[config.mk]
export PLATFORM = sky130hd
export DESIGN_NAME = dma_start_sched
export DESIGN_NICKNAME = d
export VERILOG_FILES = /design/src/rtl/dsch_pkg.sv /design/src/rtl/dsch_chan.sv /design/src/rtl/dsch_pick.sv /design/src/rtl/dsch_min.sv /design/src/rtl/dma_start_sched.sv
export SDC_FILE = /design/constraint.sdc
export NUM_CORES = 2
export LEC_CHECK = 0
export BUFFER_PORTS_ARGS = -buffer_cell sky130_fd_sc_hd__buf_4
export CORE_MARGIN = 3
export CORE_UTILIZATION = 60
export CTS_CLUSTER_SIZE = 40
export DETAILED_ROUTE_END_ITERATION = 10
export GPL_TIMING_DRIVEN = 1
export PLACE_DENSITY = 0.86
export SLEW_MARGIN = 40
export SYNTH_ARGS = -nofsm -noshare
export SYNTH_HDL_FRONTEND = slang
export SYNTH_HIERARCHICAL = 1
export SYNTH_SLANG_ARGS = --single-unit
export TNS_END_PERCENT = 50
[constraint.sdc]
create_clock -name clk -period 23.6 [get_ports clk]
set_input_delay 3.54 -clock clk [delete_from_list [all_inputs] [get_ports clk]]
set_output_delay 3.54 -clock clk [all_outputs]
set_load 0.01 [all_outputs]
[src/rtl/dsch_pkg.sv]
package dsch_pkg;

    localparam int NCH   = 7;
    localparam int CHW   = $clog2(NCH);
    localparam int CNT_W = 32;

    localparam logic [31:0] CTRL_WMASK = 32'h7177_0703;
    localparam int BUSY_BIT = 24;
    localparam int TRIG_BIT = 28;
    localparam int SYNC_LSB = 9;

    typedef enum logic [1:0] {
        SYNC_MANUAL = 2'd0,
        SYNC_BLOCK  = 2'd1,
        SYNC_LIST   = 2'd2,
        SYNC_RSVD   = 2'd3
    } sync_e;

    typedef enum logic [1:0] {
        WK_CTRL   = 2'd0,
        WK_BLOCK  = 2'd1,
        WK_GLOBAL = 2'd2,
        WK_NONE   = 2'd3
    } wkind_e;

    typedef struct packed {
        logic [15:0] count;
        logic [15:0] size;
    } blk_t;

    typedef struct packed {
        logic           rsv_hi;
        logic [NCH-1:0] flag_clr;
        logic           master;
        logic [NCH-1:0] irq_en;
        logic [8:0]     rsv_mid;
        logic [NCH-1:0] chan_en;
    } glb_t;

    function automatic logic [31:0] ctrl_merge(input logic [31:0] old_w, input logic [31:0] new_w);
        return (old_w & ~CTRL_WMASK) | (new_w & CTRL_WMASK);
    endfunction

    function automatic logic [CNT_W-1:0] start_delay(input logic is_sound, input sync_e s, input blk_t b);
        if (is_sound && s == SYNC_BLOCK)
            return CNT_W'(b.count) * CNT_W'(b.size >> 1);
        return CNT_W'(1);
    endfunction

endpackage

[src/rtl/dsch_chan.sv]
module dsch_chan
    import dsch_pkg::*;
#(
    parameter bit IS_SOUND = 1'b0
) (
    input  logic             clk,
    input  logic             rst,
    input  logic             ctrl_we,
    input  logic             blk_we,
    input  logic [31:0]      wdata,
    input  logic             chan_en,
    input  logic             irq_en,
    input  logic             queue,
    input  logic             grant,
    input  logic             done,
    input  logic             flag_clr,
    output logic             busy,
    output logic             ready,
    output logic [CNT_W-1:0] cnt,
    output logic             flag
);

    logic [31:0]      ctrl_q;
    blk_t             blk_q;
    logic [CNT_W-1:0] cnt_q;
    logic             due_q;
    logic             run_q;
    logic             flag_q;

    sync_e            sync;
    logic             base_ok;
    logic             can_queue;
    logic             finish;
    logic [CNT_W-1:0] dly;

    assign sync      = sync_e'(ctrl_q[SYNC_LSB +: 2]);
    assign base_ok   = chan_en && ctrl_q[BUSY_BIT] && (sync != SYNC_MANUAL || ctrl_q[TRIG_BIT]);
    assign can_queue = base_ok && (cnt_q == '0) && !due_q && !run_q;
    assign finish    = done && run_q;
    assign dly       = start_delay(IS_SOUND, sync, blk_q);

    always_ff @(posedge clk) begin
        if (rst) begin
            ctrl_q <= '0;
            blk_q  <= '0;
            cnt_q  <= '0;
            due_q  <= 1'b0;
            run_q  <= 1'b0;
            flag_q <= 1'b0;
        end else begin
            if (ctrl_we)
                ctrl_q <= ctrl_merge(ctrl_q, wdata);
            if (blk_we)
                blk_q <= blk_t'(wdata);

            if (queue && can_queue) begin
                if (dly == '0)
                    due_q <= 1'b1;
                else
                    cnt_q <= dly;
            end else if (cnt_q != '0) begin
                cnt_q <= cnt_q - 1'b1;
                if (cnt_q == CNT_W'(1))
                    due_q <= 1'b1;
            end

            if (due_q) begin
                if (grant) begin
                    due_q <= 1'b0;
                    run_q <= 1'b1;
                end else if (!base_ok) begin
                    due_q <= 1'b0;
                end
            end

            if (finish) begin
                run_q            <= 1'b0;
                cnt_q            <= '0;
                ctrl_q[BUSY_BIT] <= 1'b0;
            end

            if (flag_clr)
                flag_q <= 1'b0;
            if (finish && irq_en)
                flag_q <= 1'b1;
        end
    end

    assign busy  = ctrl_q[BUSY_BIT];
    assign ready = due_q && base_ok;
    assign cnt   = cnt_q;
    assign flag  = flag_q;

endmodule

[src/rtl/dsch_pick.sv]
module dsch_pick #(
    parameter int N = 7
) (
    input  logic [N-1:0] req,
    output logic [N-1:0] grant
);

    logic [N:0] blocked;

    assign blocked[0] = 1'b0;

    for (genvar i = 0; i < N; i++) begin : g_pick
        assign grant[i]     = req[i] && !blocked[i];
        assign blocked[i+1] = blocked[i] || req[i];
    end

endmodule

[src/rtl/dsch_min.sv]
module dsch_min #(
    parameter int N = 7,
    parameter int W = 32
) (
    input  logic [N-1:0][W-1:0] cnt,
    output logic [W-1:0]        min_out
);

    logic [N:0][W-1:0] best;

    assign best[0] = '1;

    for (genvar i = 0; i < N; i++) begin : g_min
        assign best[i+1] = (cnt[i] != '0 && cnt[i] < best[i]) ? cnt[i] : best[i];
    end

    assign min_out = best[N];

endmodule

[src/rtl/dma_start_sched.sv]
module dma_start_sched
    import dsch_pkg::*;
#(
    parameter int SOUND_CH = 4
) (
    input  logic             clk,
    input  logic             rst,
    input  logic             wr_en,
    input  logic [1:0]       wr_kind,
    input  logic [CHW-1:0]   wr_chan,
    input  logic [31:0]      wr_data,
    input  logic [NCH-1:0]   req_i,
    input  logic [NCH-1:0]   done_i,
    output logic [NCH-1:0]   start_o,
    output logic [NCH-1:0]   busy_o,
    output logic [NCH-1:0]   irq_flag_o,
    output logic             irq_o,
    output logic [CNT_W-1:0] min_ticks_o
);

    glb_t                      glb_q;
    glb_t                      glb_w;
    logic [NCH-1:0]            req_q;
    logic [NCH-1:0]            q_pend;
    logic [NCH-1:0]            q_nxt;
    logic [NCH-1:0]            ctrl_we;
    logic [NCH-1:0]            blk_we;
    logic [NCH-1:0]            ready;
    logic [NCH-1:0]            grant;
    logic [NCH-1:0]            start_q;
    logic [NCH-1:0]            flag_clr;
    logic [NCH-1:0][CNT_W-1:0] cnt;
    logic                      glb_we;
    logic                      req_rise;

    assign glb_w    = glb_t'(wr_data);
    assign glb_we   = wr_en && wkind_e'(wr_kind) == WK_GLOBAL;
    assign req_rise = |(req_i & ~req_q);
    assign flag_clr = glb_we ? glb_w.flag_clr : '0;
    assign q_nxt    = ctrl_we | blk_we | {NCH{glb_we || req_rise}};

    always_ff @(posedge clk) begin
        if (rst) begin
            glb_q   <= '0;
            req_q   <= '0;
            q_pend  <= '0;
            start_q <= '0;
        end else begin
            if (glb_we) begin
                glb_q          <= glb_w;
                glb_q.flag_clr <= '0;
            end
            req_q   <= req_i;
            q_pend  <= q_nxt;
            start_q <= grant;
        end
    end

    for (genvar c = 0; c < NCH; c++) begin : g_ch
        assign ctrl_we[c] = wr_en && wkind_e'(wr_kind) == WK_CTRL  && wr_chan == CHW'(c);
        assign blk_we[c]  = wr_en && wkind_e'(wr_kind) == WK_BLOCK && wr_chan == CHW'(c);

        dsch_chan #(
            .IS_SOUND(c == SOUND_CH)
        ) u_chan (
            .clk     (clk),
            .rst     (rst),
            .ctrl_we (ctrl_we[c]),
            .blk_we  (blk_we[c]),
            .wdata   (wr_data),
            .chan_en (glb_q.chan_en[c]),
            .irq_en  (glb_q.irq_en[c]),
            .queue   (q_pend[c]),
            .grant   (grant[c]),
            .done    (done_i[c]),
            .flag_clr(flag_clr[c]),
            .busy    (busy_o[c]),
            .ready   (ready[c]),
            .cnt     (cnt[c]),
            .flag    (irq_flag_o[c])
        );
    end

    dsch_pick #(.N(NCH)) u_pick (
        .req  (ready),
        .grant(grant)
    );

    dsch_min #(.N(NCH), .W(CNT_W)) u_min (
        .cnt    (cnt),
        .min_out(min_ticks_o)
    );

    assign start_o = start_q;
    assign irq_o   = glb_q.master && ((irq_flag_o & glb_q.irq_en) != '0);

endmodule

==> results.md <==
- The clock period could shrink to 22.49 ns.
- The number of pins exceeding their max-slew limit in the final report came to 0.
- After floorplanning, the core was divided into 84 placement rows.
- The die is 239 um tall.
- The H-tree generated during clock tree synthesis spans 2 levels.
- The final critical path takes up 95.3% of the cycle.
- The number of antenna violations at the first check in global routing came to 4.
- The number of buffers created by CTS is 40.
- The setup clock skew after layout is 0.0276 ns.
- The fill cell instance count of the final layout is 4,211.
- The achievable clock frequency is 44.5 MHz.
- The start-to-end type of the worst setup path is reg2out.
- The pin count of the biggest net entering global routing is 73.
- The flow ran to the end, and the final reports show no timing, DRC or antenna violations.
- 108 I/O pins were placed.
- The final wirelength is 96,400 um.
- After routing the design area is 35,200 um^2.
- The die covers 57,000 um^2.
- After the first detailed-routing iteration, the DRC count stood at 3,034.
- The kind of launch point of the worst setup path is a register.
- The cell area after synthesis is 32,500 um^2.
- Counting every net in the synthesized netlist gives 4,548.
- The TritonCTS clock tree is done.
- The first detailed-routing pass took 6 iterations.
- The measured slew at the worst slew-check pin is 0.881 ns.
- The number of hold violations in the final report was 0.
- The slack of the critical path is 1.11 ns.
- Measured against its own limit, the worst slew margin works out to 40.6%.
- Across the run, the number of max-cap violations was 0.
- The total grt overflow is 0.
- The total negative slack is 0 ns.
- The total number of yosys warnings is 6.
- For this run, the share of the core covered by cells in the final layout is 66.2%.
- The root buffer selected by CTS is sky130_fd_sc_hd__clkbuf_16.
- The proportion of layout cells with a drive suffix above 1 is 8.56%.
- The count of nets left with antenna violations after detail routing is 0.
- The signal arrival time at the worst endpoint is 18.95 ns.
- The starting density of the core is 61.2%.
- The stage delay of the slowest cell on the critical path is 0.62 ns.
- The clock latency of the later-clocked register in the worst-skew pair is 0.58 ns.
- The cell area after placement is 33,700 um^2.
- The most numerous cell on the critical path is sky130_fd_sc_hd__a21o_1.
- After clock tree synthesis, the clock-pin slew on the worst setup and hold paths is 0.07 ns.
- The half-perimeter wire length after placement is 72,000 um.
- The die is 239 um wide.
- The total number of vias is 30.7k.
- The number of vias per cell after detailed routing is 6.47.
- The required time of the critical path is 20.06 ns.
- After synthesis, the mean cell area works out to 8.08 um^2.
- The biggest fanout along the worst timing path is 40.
- The minimum setup slack after placement is 0.992 ns.
- Setup violations remaining at the end of the flow were counted as 0.
- For this run, design rule violations remaining after detail routing come to 0.
- Global routing consumed, over all layers together, 33.0% of the routing resources.
- The last weighted congestion value of the routability-driven placer is 1.02.
- The path class of the lowest-slack min-delay path is reg2reg.
- The cell with the biggest individual delay on the critical path is sky130_fd_sc_hd__a31o_2.
- Buffers placed on the I/O ports in this run total 107.
- Dividing the detail-routed wire length by the instance count gives 20.3 um.
- The count of nets after finishing is 4,553.
- The worst setup path is captured at an output pin.
- The global-route wire length before repair is 154,000 um.
- The number of global-route vias before repair is 29.4k.
- The number of instances in the synthesized netlist is 4,021.
- The CTS sink count is 340.
- The growth of design area from synthesis to finish is 8.22%.
- The longest clock path from root to sink contains 3 buffers.
- The core footprint is 53,100 um^2.
[worst paths after layout]
check / from / endpoint / slack (ns) / depth (start not counted)
hold reg to reg: glb_q[2]$_SDFFE_PP0P_ / glb_q[2]$_SDFFE_PP0P_ / 0.47 / 2
setup / recovery: g_ch[0].u_chan/cnt[18]$_SDFFE_PP0P_ / min_ticks_o[20] / 1.11 / 85
setup reg to reg: g_ch[4].u_chan/blk_q[8]$_SDFFE_PP0P_ / g_ch[4].u_chan/due_q$_SDFF_PP0_ / 16.43 / 20
hold / removal: glb_q[2]$_SDFFE_PP0P_ / glb_q[2]$_SDFFE_PP0P_ / 0.47 / 2
[worst max-delay path, delay by kind of cell, from the launching register on]
kind            cells  cell delay [ns]
buf+inv            11             1.95
flops               1             0.51
fa+ha+maj           6             1.61
simple gates       20             3.63
mux                 2             0.72
compound gates     46             9.87
[cell type report]
cell class	count	area (um^2)	area share, %
timing repair buffer	132	1050	2.98
clock buffer	52	1110	3.15
inverter	426	1600	4.55
sequential	340	6810	19.4
antenna	1	2.50	0.00712
tap	688	861	2.45
multi-input combinational	3086	23500	66.7
clock inverter	20	283	0.804
[flip-flops by register name, indices dropped and copies added, names as in the netlist]
register and cells:
g_ch.u_chan/cnt 224, g_ch.u_chan/run_q 7, glb_q 15, req_q 7, start_o 7, g_ch.u_chan/due_q 7
g_ch.u_chan/flag 7, q_pend 7, g_ch.u_chan/blk_q 31, g_ch.u_chan/ctrl_q 28
[what timing repair did]
item / 4_1_cts / 5_1_grt
hold buffers: 0 / 0
gates resized for setup: 0 / 7
endpoints found under the setup margin: 0 / 32
setup buffers: 0 / 2
[through the flow]
step / instances / hold WS, ns
after floorplan: 4021 / 0.436
after detailed placement: 4669 / 0.459
after global placement: 4665 / 0.446
after CTS: 4741 / 0.468
final: 4745 / 0.470
after global routing: 4744 / 0.502
[metal layers]
| metal | track usage, % | part of all wire (%) |
|---|---|---|
| met1 | 41.5 | 39 |
| met2 | 54.3 | 46 |
| met3 | 6.23 | 9.3 |
| met4 | 17.2 | 5.6 |
| met5 | 0 | 0.025 |
[cells in the final DEF, fill, tap and decap left out, types with 12 or more instances in the layout]
cell type,count
sky130_fd_sc_hd__inv_1,426
sky130_fd_sc_hd__nand2_1,355
sky130_fd_sc_hd__nor2_1,350
sky130_fd_sc_hd__dfxtp_1,340
sky130_fd_sc_hd__ha_1,293
sky130_fd_sc_hd__a21oi_1,261
sky130_fd_sc_hd__o21ai_0,181
sky130_fd_sc_hd__fa_1,180
sky130_fd_sc_hd__and2_1,165
sky130_fd_sc_hd__buf_4,128
sky130_fd_sc_hd__mux2i_1,127
sky130_fd_sc_hd__nor4_1,93
sky130_fd_sc_hd__or3_1,78
sky130_fd_sc_hd__nand4_1,78
sky130_fd_sc_hd__nor3_1,68
sky130_fd_sc_hd__a21o_1,64
sky130_fd_sc_hd__nand3_1,62
sky130_fd_sc_hd__xor2_1,62
sky130_fd_sc_hd__xnor2_1,49
sky130_fd_sc_hd__or4_1,47
sky130_fd_sc_hd__clkbuf_16,40
sky130_fd_sc_hd__o31ai_1,38
sky130_fd_sc_hd__nor2b_1,34
sky130_fd_sc_hd__o211ai_1,34
sky130_fd_sc_hd__a31oi_1,33
sky130_fd_sc_hd__or4_4,27
sky130_fd_sc_hd__a211oi_1,27
sky130_fd_sc_hd__nand2b_1,26
sky130_fd_sc_hd__and4_1,22
sky130_fd_sc_hd__nor4_2,17
sky130_fd_sc_hd__and3_1,17
sky130_fd_sc_hd__o21a_1,17
sky130_fd_sc_hd__or2_2,14
sky130_fd_sc_hd__a32oi_1,14
sky130_fd_sc_hd__o41ai_1,12
sky130_fd_sc_hd__or4b_1,12
Power is not shown: default switching activity piles up to over one toggle a cycle in this logic, so the estimate is an artifact.
